===== src/rtl/irq_pkg.sv =====
package irq_pkg;

  localparam int NSRC  = 11;
  localparam int NLINE = 6;

  localparam int B_RI  = 0;
  localparam int B_CTS = 1;
  localparam int B_DCD = 2;
  localparam int B_DSR = 3;
  localparam int B_RX  = 4;
  localparam int B_TX  = 5;
  localparam int B_RT  = 6;
  localparam int B_FE  = 7;
  localparam int B_PE  = 8;
  localparam int B_BE  = 9;
  localparam int B_OE  = 10;

  localparam int A_TXD = 0;
  localparam int A_LVL = 1;
  localparam int A_EN  = 2;
  localparam int A_RAW = 3;
  localparam int A_MSK = 4;
  localparam int A_CLR = 5;

  localparam int L_COMB = 0;
  localparam int L_RX   = 1;
  localparam int L_TX   = 2;
  localparam int L_RT   = 3;
  localparam int L_MS   = 4;
  localparam int L_ERR  = 5;

  typedef logic [NSRC-1:0] src_vec_t;

  typedef enum logic [2:0] {
    RS_NONE, RS_LVL, RS_EN, RS_RAW, RS_MSK
  } rd_sel_e;

  function automatic src_vec_t ms_group();
    src_vec_t m;
    m = '0;
    m[B_RI] = 1'b1; m[B_CTS] = 1'b1; m[B_DCD] = 1'b1; m[B_DSR] = 1'b1;
    return m;
  endfunction

  function automatic src_vec_t err_group();
    src_vec_t m;
    m = '0;
    m[B_FE] = 1'b1; m[B_PE] = 1'b1; m[B_BE] = 1'b1; m[B_OE] = 1'b1;
    return m;
  endfunction

  function automatic src_vec_t one_bit(input int b);
    src_vec_t m;
    m = '0;
    m[b] = 1'b1;
    return m;
  endfunction

  function automatic src_vec_t group_mask(input int line);
    case (line)
      L_COMB:  return err_group() | ms_group() | one_bit(B_RT) | one_bit(B_TX) | one_bit(B_RX);
      L_RX:    return one_bit(B_RX);
      L_TX:    return one_bit(B_TX);
      L_RT:    return one_bit(B_RT);
      L_MS:    return ms_group();
      default: return err_group();
    endcase
  endfunction

  function automatic src_vec_t next_pending(input src_vec_t cur, input src_vec_t set_v,
                                            input src_vec_t clr_v);
    return (cur & ~clr_v) | set_v;
  endfunction

endpackage


===== src/rtl/irq_reg_decode.sv =====
module irq_reg_decode
  import irq_pkg::*;
#(
  parameter int ADDR_W = 3
) (
  input  logic [ADDR_W-1:0] addr,
  input  logic              wr,
  output logic              wr_txd,
  output logic              wr_lvl,
  output logic              wr_en,
  output logic              wr_clr,
  output rd_sel_e           rd_sel
);

  logic hit_txd, hit_lvl, hit_en, hit_raw, hit_msk, hit_clr;

  assign hit_txd = (addr == ADDR_W'(A_TXD));
  assign hit_lvl = (addr == ADDR_W'(A_LVL));
  assign hit_en  = (addr == ADDR_W'(A_EN));
  assign hit_raw = (addr == ADDR_W'(A_RAW));
  assign hit_msk = (addr == ADDR_W'(A_MSK));
  assign hit_clr = (addr == ADDR_W'(A_CLR));

  assign wr_txd = wr & hit_txd;
  assign wr_lvl = wr & hit_lvl;
  assign wr_en  = wr & hit_en;
  assign wr_clr = wr & hit_clr;

  always_comb begin
    rd_sel = RS_NONE;
    if (hit_lvl) rd_sel = RS_LVL;
    if (hit_en)  rd_sel = RS_EN;
    if (hit_raw) rd_sel = RS_RAW;
    if (hit_msk) rd_sel = RS_MSK;
  end

endmodule


===== src/rtl/irq_status_reg.sv =====
module irq_status_reg
  import irq_pkg::*;
#(
  parameter int DATA_W = 16,
  parameter int LVL_W  = 6,
  parameter logic [LVL_W-1:0] LVL_RST = LVL_W'(6'h12)
) (
  input  logic              clk,
  input  logic              rst_n,
  input  src_vec_t          evt_set,
  input  logic              wr_txd,
  input  logic              wr_lvl,
  input  logic              wr_en,
  input  logic              wr_clr,
  input  logic [DATA_W-1:0] wdata,
  output src_vec_t          pending_q,
  output src_vec_t          enable_q,
  output logic [LVL_W-1:0]  level_q
);

  src_vec_t set_vec;
  src_vec_t clr_vec;

  always_comb begin
    set_vec = evt_set;
    if (wr_txd) set_vec[B_TX] = 1'b1;
  end

  assign clr_vec = wr_clr ? wdata[NSRC-1:0] : '0;

  always_ff @(posedge clk) begin
    if (!rst_n) begin
      pending_q <= '0;
      enable_q  <= '0;
      level_q   <= LVL_RST;
    end else begin
      pending_q <= next_pending(pending_q, set_vec, clr_vec);
      if (wr_en)  enable_q <= wdata[NSRC-1:0];
      if (wr_lvl) level_q  <= wdata[LVL_W-1:0];
    end
  end

endmodule


===== src/rtl/irq_line_fanout.sv =====
module irq_line_fanout
  import irq_pkg::*;
(
  input  src_vec_t          pending,
  input  src_vec_t          enable,
  output src_vec_t          active,
  output logic [NLINE-1:0]  lines
);

  assign active = pending & enable;

  for (genvar k = 0; k < NLINE; k++) begin : g_line
    localparam src_vec_t GMASK = group_mask(k);
    assign lines[k] = |(active & GMASK);
  end

endmodule


===== src/rtl/uart_irq_router.sv =====
module uart_irq_router
  import irq_pkg::*;
#(
  parameter int ADDR_W = 3,
  parameter int DATA_W = 16,
  parameter int LVL_W  = 6
) (
  input  logic              clk,
  input  logic              rst_n,
  input  logic [NSRC-1:0]   evt_set,
  input  logic [ADDR_W-1:0] reg_addr,
  input  logic              reg_wr,
  input  logic [DATA_W-1:0] reg_wdata,
  output logic [DATA_W-1:0] reg_rdata,
  output logic              irq_comb,
  output logic              irq_rx,
  output logic              irq_tx,
  output logic              irq_rt,
  output logic              irq_ms,
  output logic              irq_err
);

  logic             wr_txd, wr_lvl, wr_en, wr_clr;
  rd_sel_e          rd_sel;
  src_vec_t         pending_q;
  src_vec_t         enable_q;
  src_vec_t         active;
  logic [LVL_W-1:0] level_q;
  logic [NLINE-1:0] lines;

  irq_reg_decode #(.ADDR_W(ADDR_W)) u_dec (
    .addr   (reg_addr),
    .wr     (reg_wr),
    .wr_txd (wr_txd),
    .wr_lvl (wr_lvl),
    .wr_en  (wr_en),
    .wr_clr (wr_clr),
    .rd_sel (rd_sel)
  );

  irq_status_reg #(.DATA_W(DATA_W), .LVL_W(LVL_W)) u_stat (
    .clk       (clk),
    .rst_n     (rst_n),
    .evt_set   (evt_set),
    .wr_txd    (wr_txd),
    .wr_lvl    (wr_lvl),
    .wr_en     (wr_en),
    .wr_clr    (wr_clr),
    .wdata     (reg_wdata),
    .pending_q (pending_q),
    .enable_q  (enable_q),
    .level_q   (level_q)
  );

  irq_line_fanout u_fan (
    .pending (pending_q),
    .enable  (enable_q),
    .active  (active),
    .lines   (lines)
  );

  always_comb begin
    reg_rdata = '0;
    case (rd_sel)
      RS_LVL:  reg_rdata[LVL_W-1:0] = level_q;
      RS_EN:   reg_rdata[NSRC-1:0]  = enable_q;
      RS_RAW:  reg_rdata[NSRC-1:0]  = pending_q;
      RS_MSK:  reg_rdata[NSRC-1:0]  = active;
      default: reg_rdata = '0;
    endcase
  end

  assign irq_comb = lines[L_COMB];
  assign irq_rx   = lines[L_RX];
  assign irq_tx   = lines[L_TX];
  assign irq_rt   = lines[L_RT];
  assign irq_ms   = lines[L_MS];
  assign irq_err  = lines[L_ERR];

endmodule


===== config.mk =====
export PLATFORM = sky130hd
export DESIGN_NAME = uart_irq_router
export DESIGN_NICKNAME = d
export VERILOG_FILES = /design/src/rtl/irq_pkg.sv /design/src/rtl/irq_reg_decode.sv /design/src/rtl/irq_status_reg.sv /design/src/rtl/irq_line_fanout.sv /design/src/rtl/uart_irq_router.sv
export SDC_FILE = /design/constraint.sdc
export NUM_CORES = 1
export LEC_CHECK = 0
export ABC_AREA = 1
export BUFFER_PORTS_ARGS = -buffer_cell sky130_fd_sc_hd__buf_4
export CAP_MARGIN = 20
export CORE_MARGIN = 5
export CORE_UTILIZATION = 44
export CTS_CLUSTER_DIAMETER = 120
export DETAILED_ROUTE_END_ITERATION = 8
export PLACE_DENSITY = 0.75
export SYNTH_ARGS = -nofsm -noshare
export SYNTH_HDL_FRONTEND = slang
export SYNTH_SLANG_ARGS = --single-unit

===== constraint.sdc =====
create_clock -name clk -period 0.92 [get_ports clk]
set_clock_uncertainty 0.1 [all_clocks]
set_input_delay 0.046 -clock clk [delete_from_list [all_inputs] [get_ports clk]]
set_output_delay 0.046 -clock clk [all_outputs]
set_load 0.02 [all_outputs]

; ---- Word-level counts from Yosys, hierarchy flattened
; Index checks and enable logic that the tools add are counted.
[word_totals]
ff_bits = 28
in_bits = 33
[op_classes]
bitwise = 8
reduce_logical = 4
n_eq_ne = 9
muxes = 8
[op_table]
columns = cell, count
row1 = one-hot mux 6 bit (4 select lines), 1
row2 = AND 11 bit, 2
row3 = one-hot mux 5 bit (3 select lines), 1
row4 = == test 3 x 2 -> 1 bit (second input constant), 4
row5 = 2-to-1 mux 11 bit, 1
row6 = NOT 11 bit, 1
row7 = OR 11 bit, 1
row8 = OR reduction 11 bit, 1
row9 = == test 3 bit (second input constant), 3
row10 = OR reduction 4 bit, 2
row11 = == test 3 x 1 -> 1 bit (second input constant), 2
row12 = AND 1 bit, 4
row13 = 2-to-1 mux 2 bit, 2
row14 = zero test 3 bit, 1
row15 = 2-to-1 mux 3 bit, 1
row16 = 2-to-1 mux 1 bit, 2

; ---- Depth between registers and ports, before layout
; Gate-level depths: netlist of the first run.
[logic_depth]
depth_word = 7
mapped_depth = 8
depth_no_buf = 6

; ---- Cells and area by module
; Synthesis of the first run repeated with hierarchy kept, for this count alone.
[unflattened]
cells_unflattened = 277
hier_area_um2 = 1798.0
[modules_own_cells]
columns = module, instances, cells_per_inst, seq_area_each_um2, area_each_um2
row1 = irq_status_reg, 1, 131, 560.5, 1038.5
row2 = uart_irq_router, 1, 93, 0.0, 531.8
row3 = irq_line_fanout, 1, 36, 0.0, 152.6
row4 = irq_reg_decode, 1, 17, 0.0, 75.1

; ---- Least setup slack after synthesis of the first run
; Ideal clock, no wire load.
[synth_timing]
kind = reg2out
from = register u_stat.pending_q[0]
to = output port irq_comb
arrival_time_ps = 981
path_buffers = 0
path_stages_with_launch = 4
required_time_ps = 774
setup_slack_ps = -207
path_cell_list = dfxtp_1 > nand2_1 > nand4_1 > nand3b_1
[synth_between]
elab_chain_len = 2
[synth_rtl]
columns = element, line_no
row1 = from (decl), irq_status_reg.sv:16  ; output src_vec_t pending_q,
row2 = from (signal assigned), irq_status_reg.sv:37  ; pending_q <= next_pending(pending_q, set_vec, clr_vec);
row3 = AND 11 bit, irq_line_fanout.sv:10  ; assign active = pending & enable;
row4 = OR reduction 11 bit, irq_line_fanout.sv:14  ; assign lines[k] = |(active & GMASK);
row5 = to (decl), uart_irq_router.sv:15  ; output logic irq_comb,
; No other way between the ends.

; ---- Worst setup path after layout of the first run
[layout_timing]
from = register u_stat.enable_q[2]
to = output port irq_comb
[layout_between]
elab_chain_len = 2
[layout_rtl]
columns = element, line_no
row1 = from (decl), irq_status_reg.sv:17  ; output src_vec_t enable_q,
row2 = from (signal assigned), irq_status_reg.sv:38  ; if (wr_en) enable_q <= wdata[NSRC-1:0];
row3 = AND 11 bit, irq_line_fanout.sv:10
row4 = OR reduction 11 bit, irq_line_fanout.sv:14
; No other way between the ends.

==> metrics.csv, run 1 <==
metric,value,unit
status,finished with violations,
failing checks,"negative hold slack, negative setup slack",
slowest CP cell,dfxtp_2,
Mapped Area,1560,um2
crit path time final,1430,ps
pwr/cell area,1000,nW/um2
RSZ-0062 raised after global routing,yes,
final instance area,2770,um2
critical path's top delay family,simple AND/OR/NAND/NOR gates,
Worst EP arrival,1280,ps
WHS Path Cells,5,
clk_lat worst skew,340,ps
Inserted Clock Buffers,3,
max-cap viol count,0,
setup slack at placement,-152,ps
fmax,0.701,GHz
Pleak,1.44,nW
initial core utilization,46.1,%
Tcrit/Tclk final,155,%
Total Nets Final,394,
vias post-DR,2048,
Clk network pwr share,22.7,%
Logic pwr share,29.4,%
# fillers,208,
grt ovf,0,
"Hold Vio Cnt, Final",2,
synthesized area per cell,6.17,um2
Clock Root Buffer,clkbuf_4,
"most common cell after layout, fill and taps aside",buf_4,
max incr delay on CP,360,ps
Final Slew Violations,0,
vias in the first global route,2064,
synth unique cells,19,
r2r startpoint,u_stat.enable_q[5],
startpoint type of the worst setup path,flip-flop,
CORE AREA,3390,um2
CTS tree,yes,
Seq cells post-synth,28,
worst reg2reg endpoint,u_stat.enable_q[5],
Die Area,4840,um2
Clock transition at path regs,160,ps
"Worst Setup Slack, final",-507,ps
internal power,1.95,mW
CTS Sinks,28,
Die H,69.6,um
final antenna-violating net count,0,
initial drt markers,192,
Layout area overhead,77.5,%
Diodes inserted,0,
IO Pins,55,
setup violators final,17,
cell depth of the worst flop-to-flop path,4,
GRT Total Usage,23.3,%
crit-path cells,nand2_1 > nand4_1 > nand3b_1 > buf_6,
largest cells by area after synthesis,"dfxtp_1, nand2_1, nand3_1, nor2_1, inv_1",
crit path max fanout,2,
die width,69.6,um
power share of the sequential group,48.0,%
Post-Route WL,5890,um
port bufs,44,
WL/cell,14.5,um
vias per cell,5.04,
hold worst-path end,u_stat.enable_q[7],
largest net degree at the start of global routing,23,
VDD IR max,0.790,mV
Yosys Warn Count,0,
area of the multi-input gates,911,um2
first-pass GRT wire length,9230,um
"Seq/Total Area, Yosys",35.9,%
Final Util,81.8,%
std cell rows,21,
total power,2.77,mW
CP Data Required Time,770,ps
Fin Hold WS,-11.3,ps
sw frac,29.8,%
most frequent cells in the layout,"buf_4, nand2_1, nor2_1",
HP Class,in -> reg,
drt first pass iters,4,
WP depth,4,
Post-DP Area,2250,um2
routability congestion estimate,0.889,
initial antenna violation count,0,
R2R Setup Slk,0,ps
kind of critical path,reg -> out,
Sequential Area,588,um2
htree depth,1,
layout cells sized above 1,46.7,%
Synth top area share,35.9,%
DRC viols,0,
CTS max path bufs,2,
net load switching power,826,uW
Setup crit end kind,primary output,
Synth Instances,253,
Final HPWL DP,3400,um
CP Buf/Inv Count,1,
hold_sp,reg_wr,
leading area contributor after synthesis,dfxtp_1,
## power groups by stage
stage / Combinational [mW] / Clock (mW) / Sequential, mW
finish: 0.814 / 0.630 / 1.33
global route: 0.872 / 0.674 / 1.34
CTS: 0.777 / 0.626 / 1.32
detailed placement: 0.641 / 0 / 1.33
global placement: 0.635 / 0 / 1.33
floorplan: 0.312 / 0 / 1.34
## worst max path at each step
stage	startpoint	slack, ps	to
after floorplan	u_stat.pending_q[2]	-200	irq_comb
after global placement	reg_addr[2]	-140	reg_rdata[4]
after detailed placement	reg_addr[2]	-150	reg_rdata[5]
after CTS	u_stat.enable_q[10]	-460	irq_comb
after global routing	u_stat.enable_q[2]	-540	irq_comb
final	u_stat.enable_q[2]	-510	irq_comb
## per-stage QoR
| stage | cells | setup TNS, ps |
|---|---|---|
| 6_report | 406 | -6140 |
| 5_1_grt | 406 | -6890 |
| 4_1_cts | 406 | -5800 |
| 3_5_place_dp | 374 | -3920 |
| 3_3_place_gp | 374 | -3490 |
| 2_1_floorplan | 257 | -213 |
## kinds of logic after synthesis
kind of cell	synth area share (%)
AND/OR/NAND/NOR	43.0
buffers and inverters	14.7
flip-flops	35.9
AO/OA/AOI/OAI	6.09
other	0.240
## synthesized netlist by cell type (all sizes together)
library cell,n
a21oi,12
buf,13
clkbuf,3
conb,1
dfxtp,28
inv,35
nand2,76
nand3,27
nand3b,1
nand4,11
nor2,36
nor3,4
o211ai,2
o21ai,4
## layout make-up
cell class                      count  area share [%]
Clock buffer                        4            1.31
Inverter                           35            4.83
Multi-Input combinational cell    178            32.9
Sequential cell                    28            21.2
Tap cell                           46            2.08
Timing Repair Buffer              115            37.7
## worst register-to-register path, cell delays in order, from the launching register on
cell     delay [ps]
dfxtp_2         370
buf_6           110
buf_4           130
nor2_4           80
nor2_2           40
## state kept, by name (all words and copies together) (netlist names)
register	flops
u_stat.level_q	6
u_stat.pending_q	11
u_stat.enable_q	11
## layer usage
layer	global-route usage [%]	wire length [um]	share of wire, %	up-vias
met5	0	0	0	-
met1	26.5	2160	37	921
met3	3.91	523	8.9	22
li1	-	-	-	994
met2	42.1	3050	52	111
met4	10.6	162	2.7	0
## what timing repair did
| action | CTS | global route |
|---|---|---|
| resized for setup | 68 | 17 |
| setup endpoints to repair | 17 | 20 |
| pin swaps | 22 | 17 |
| hold endpoints to repair | 28 | 0 |
| setup buffers | 5 | 2 |
| hold buffers | 23 | 0 |
(Power assumes the default switching activity.)
==> inputs of run 2 (changes only) <==
--- a/config.mk
+++ b/config.mk
@@ -8,11 +8,13 @@
 export ABC_AREA = 1
 export BUFFER_PORTS_ARGS = -buffer_cell sky130_fd_sc_hd__buf_4
 export CAP_MARGIN = 20
+export CELL_PAD_IN_SITES_DETAIL_PLACEMENT = 1
+export CELL_PAD_IN_SITES_GLOBAL_PLACEMENT = 2
 export CORE_MARGIN = 5
-export CORE_UTILIZATION = 44
+export CORE_UTILIZATION = 22
 export CTS_CLUSTER_DIAMETER = 120
 export DETAILED_ROUTE_END_ITERATION = 8
-export PLACE_DENSITY = 0.75
+export PLACE_DENSITY_LB_ADDON = 0.1
 export SYNTH_ARGS = -nofsm -noshare
 export SYNTH_HDL_FRONTEND = slang
 export SYNTH_SLANG_ARGS = --single-unit
==> metrics.csv, run 2 (synthesis results as in run 1) <==
metric,value,unit,change
routability congestion estimate,0.781,,-12%
Setup crit end kind,primary output,,
Pleak,1.47,nW,+2.1%
status,finished with violations,,
Layout area overhead,88.2,%,
die width,94.2,um,+35%
vias post-DR,1977,,-3.5%
port bufs,44,,unchanged
most frequent cells in the layout,"buf_4, nand2_1, nor2_1",,
met1 wire length,2950,um,+36%
Diodes inserted,0,,unchanged
Clock Root Buffer,clkbuf_8,,
r2r startpoint,u_stat.enable_q[5],,
max-cap viol count,0,,unchanged
R2R Setup Slk,40,ps,+40 ps
WL/cell,14.0,um,-3.3%
vias per cell,4.32,,-14%
largest registers,"u_stat.enable_q (11), u_stat.pending_q (11), u_stat.level_q (6)",,
failing checks,negative setup slack,,
clk_lat worst skew,280,ps,-60 ps
grt ovf,0,,unchanged
Final HPWL DP,4610,um,+36%
metal3 WL,281,um,-46%
VDD IR max,0.522,mV,-34%
"most common cell after layout, fill and taps aside",buf_4,,
IO Pins,55,,unchanged
final instance area,2940,um2,+6.0%
hold_sp,rst_n,,
setup slack at placement,-204,ps,-52.1 ps
Inserted Clock Buffers,3,,unchanged
final antenna-violating net count,0,,unchanged
initial antenna violation count,0,,unchanged
Worst EP arrival,1210,ps,-70 ps
WL met2,3110,um,+2.2%
RSZ-0062 raised after global routing,yes,,
# fillers,869,,+320%
worst reg2reg endpoint,u_stat.enable_q[5],,
WHS Path Cells,3,,-2
pwr/cell area,1080,nW/um2,+8.4%
HP Class,in -> reg,,
largest net degree at the start of global routing,17,,-26%
htree depth,1,,unchanged
layout cells sized above 1,47.0,%,+0.29 points
CTS max path bufs,2,,unchanged
"Hold Vio Cnt, Final",0,,-2
Post-Route WL,6430,um,+9.1%
Clock transition at path regs,110,ps,-50 ps
initial core utilization,22.7,%,-23 points
vias in the first global route,2069,,+0.24%
"Worst Setup Slack, final",-434,ps,+73.6 ps
Die H,94.2,um,+35%
crit path time final,1350,ps,-73.6 ps
Post-DP Area,2370,um2,+5.5%
Die Area,8880,um2,+84%
startpoint type of the worst setup path,flip-flop,,
CORE AREA,6870,um2,+100%
CP Data Required Time,770,ps,about the same
Final Slew Violations,0,,unchanged
DRC viols,0,,unchanged
crit path max fanout,2,,unchanged
initial drt markers,81,,-58%
cell depth of the worst flop-to-flop path,4,,unchanged
fmax,0.739,GHz,+5.4%
kind of critical path,reg -> out,,
setup violators final,18,,+1
CTS Sinks,28,,unchanged
hold worst-path end,u_stat.level_q[4],,
CTS tree,yes,,
drt first pass iters,4,,unchanged
Tcrit/Tclk final,147,%,-8.0 points
GRT Total Usage,15.4,%,-7.9 points
std cell rows,30,,+43%
first-pass GRT wire length,10400,um,+13%
DR top layer,met4,,
Total Nets Final,396,,+0.51%
-- run 2: cell types whose count changed in the layout (fill, tap and decap cells not counted), sizes merged --
cell,before,now
clkbuf,4,3
bufinv,0,1
dlygate4sd3,22,24
-- run 2: layout make-up --
| type | instances | area [um2] | area share [%] |
|---|---|---|---|
| well taps | 96 | 120 | 4.09 |
| clock inverters | 1 | 30.0 | 1.02 |
| multi-input cells | 178 | 908 | 30.9 |
| flip-flops and latches | 28 | 588 | 20.0 |
| clock buffers | 3 | 41.3 | 1.40 |
| repair buffers | 117 | 1110 | 37.8 |
| inverters | 35 | 141 | 4.81 |
-- run 2: routing by layer --
metal	track usage, %	vias to the layer above
li1	-	1002
met1	20.1	929
met3	2.48	6
met2	26.4	40
met5	0	-
met4	3.37	0
-- run 2: report_power, final --
group | internal (mW) | switching (mW)
Sequential | 1.28 | 0.0411
Combinational | 0.440 | 0.402
Clock | 0.584 | 0.439
Total | 2.31 | 0.883
-- run 2: per-stage QoR --
stage	TNS, ps	cells	hold slack [ps]	power (mW)	utilization [%]
after floorplan	-213	257	72.5	1.65	-
after global placement	-4900	427	200	2.02	34.5
after detailed placement	-5340	427	203	2.03	34.5
after CTS	-5170	455	49.0	3.21	41.5
after global routing	-6210	458	45.5	3.36	42.8
final	-4980	458	53.5	3.19	42.8
-- run 2: how the worst max path moves through the flow --
stage	from	endpoint	slack, ps	depth (start not counted)
global placement	u_stat.pending_q[8]	irq_comb	-210	5
finish	u_stat.enable_q[10]	irq_comb	-430	5
detailed placement	u_stat.pending_q[8]	irq_comb	-200	5
floorplan	u_stat.pending_q[2]	irq_comb	-200	3
global route	u_stat.enable_q[1]	irq_comb	-500	4
CTS	u_stat.enable_q[10]	irq_comb	-470	5
-- run 2: worst max-delay path: stages, from the launching register on --
cell	delay (ps)
dfxtp_2	340
nand2_2	60
inv_2	50
nor3_4	200
nand3b_1	120
buf_6	150
-- run 2: repair_timing --
item | CTS | global route
hold buffers | 24 | 1
hold endpoints to repair | 25 | 4
gates resized for setup | 68 | 23
pin swaps | 21 | 12
setup buffers | 1 | 4
endpoints found under the setup margin | 17 | 25
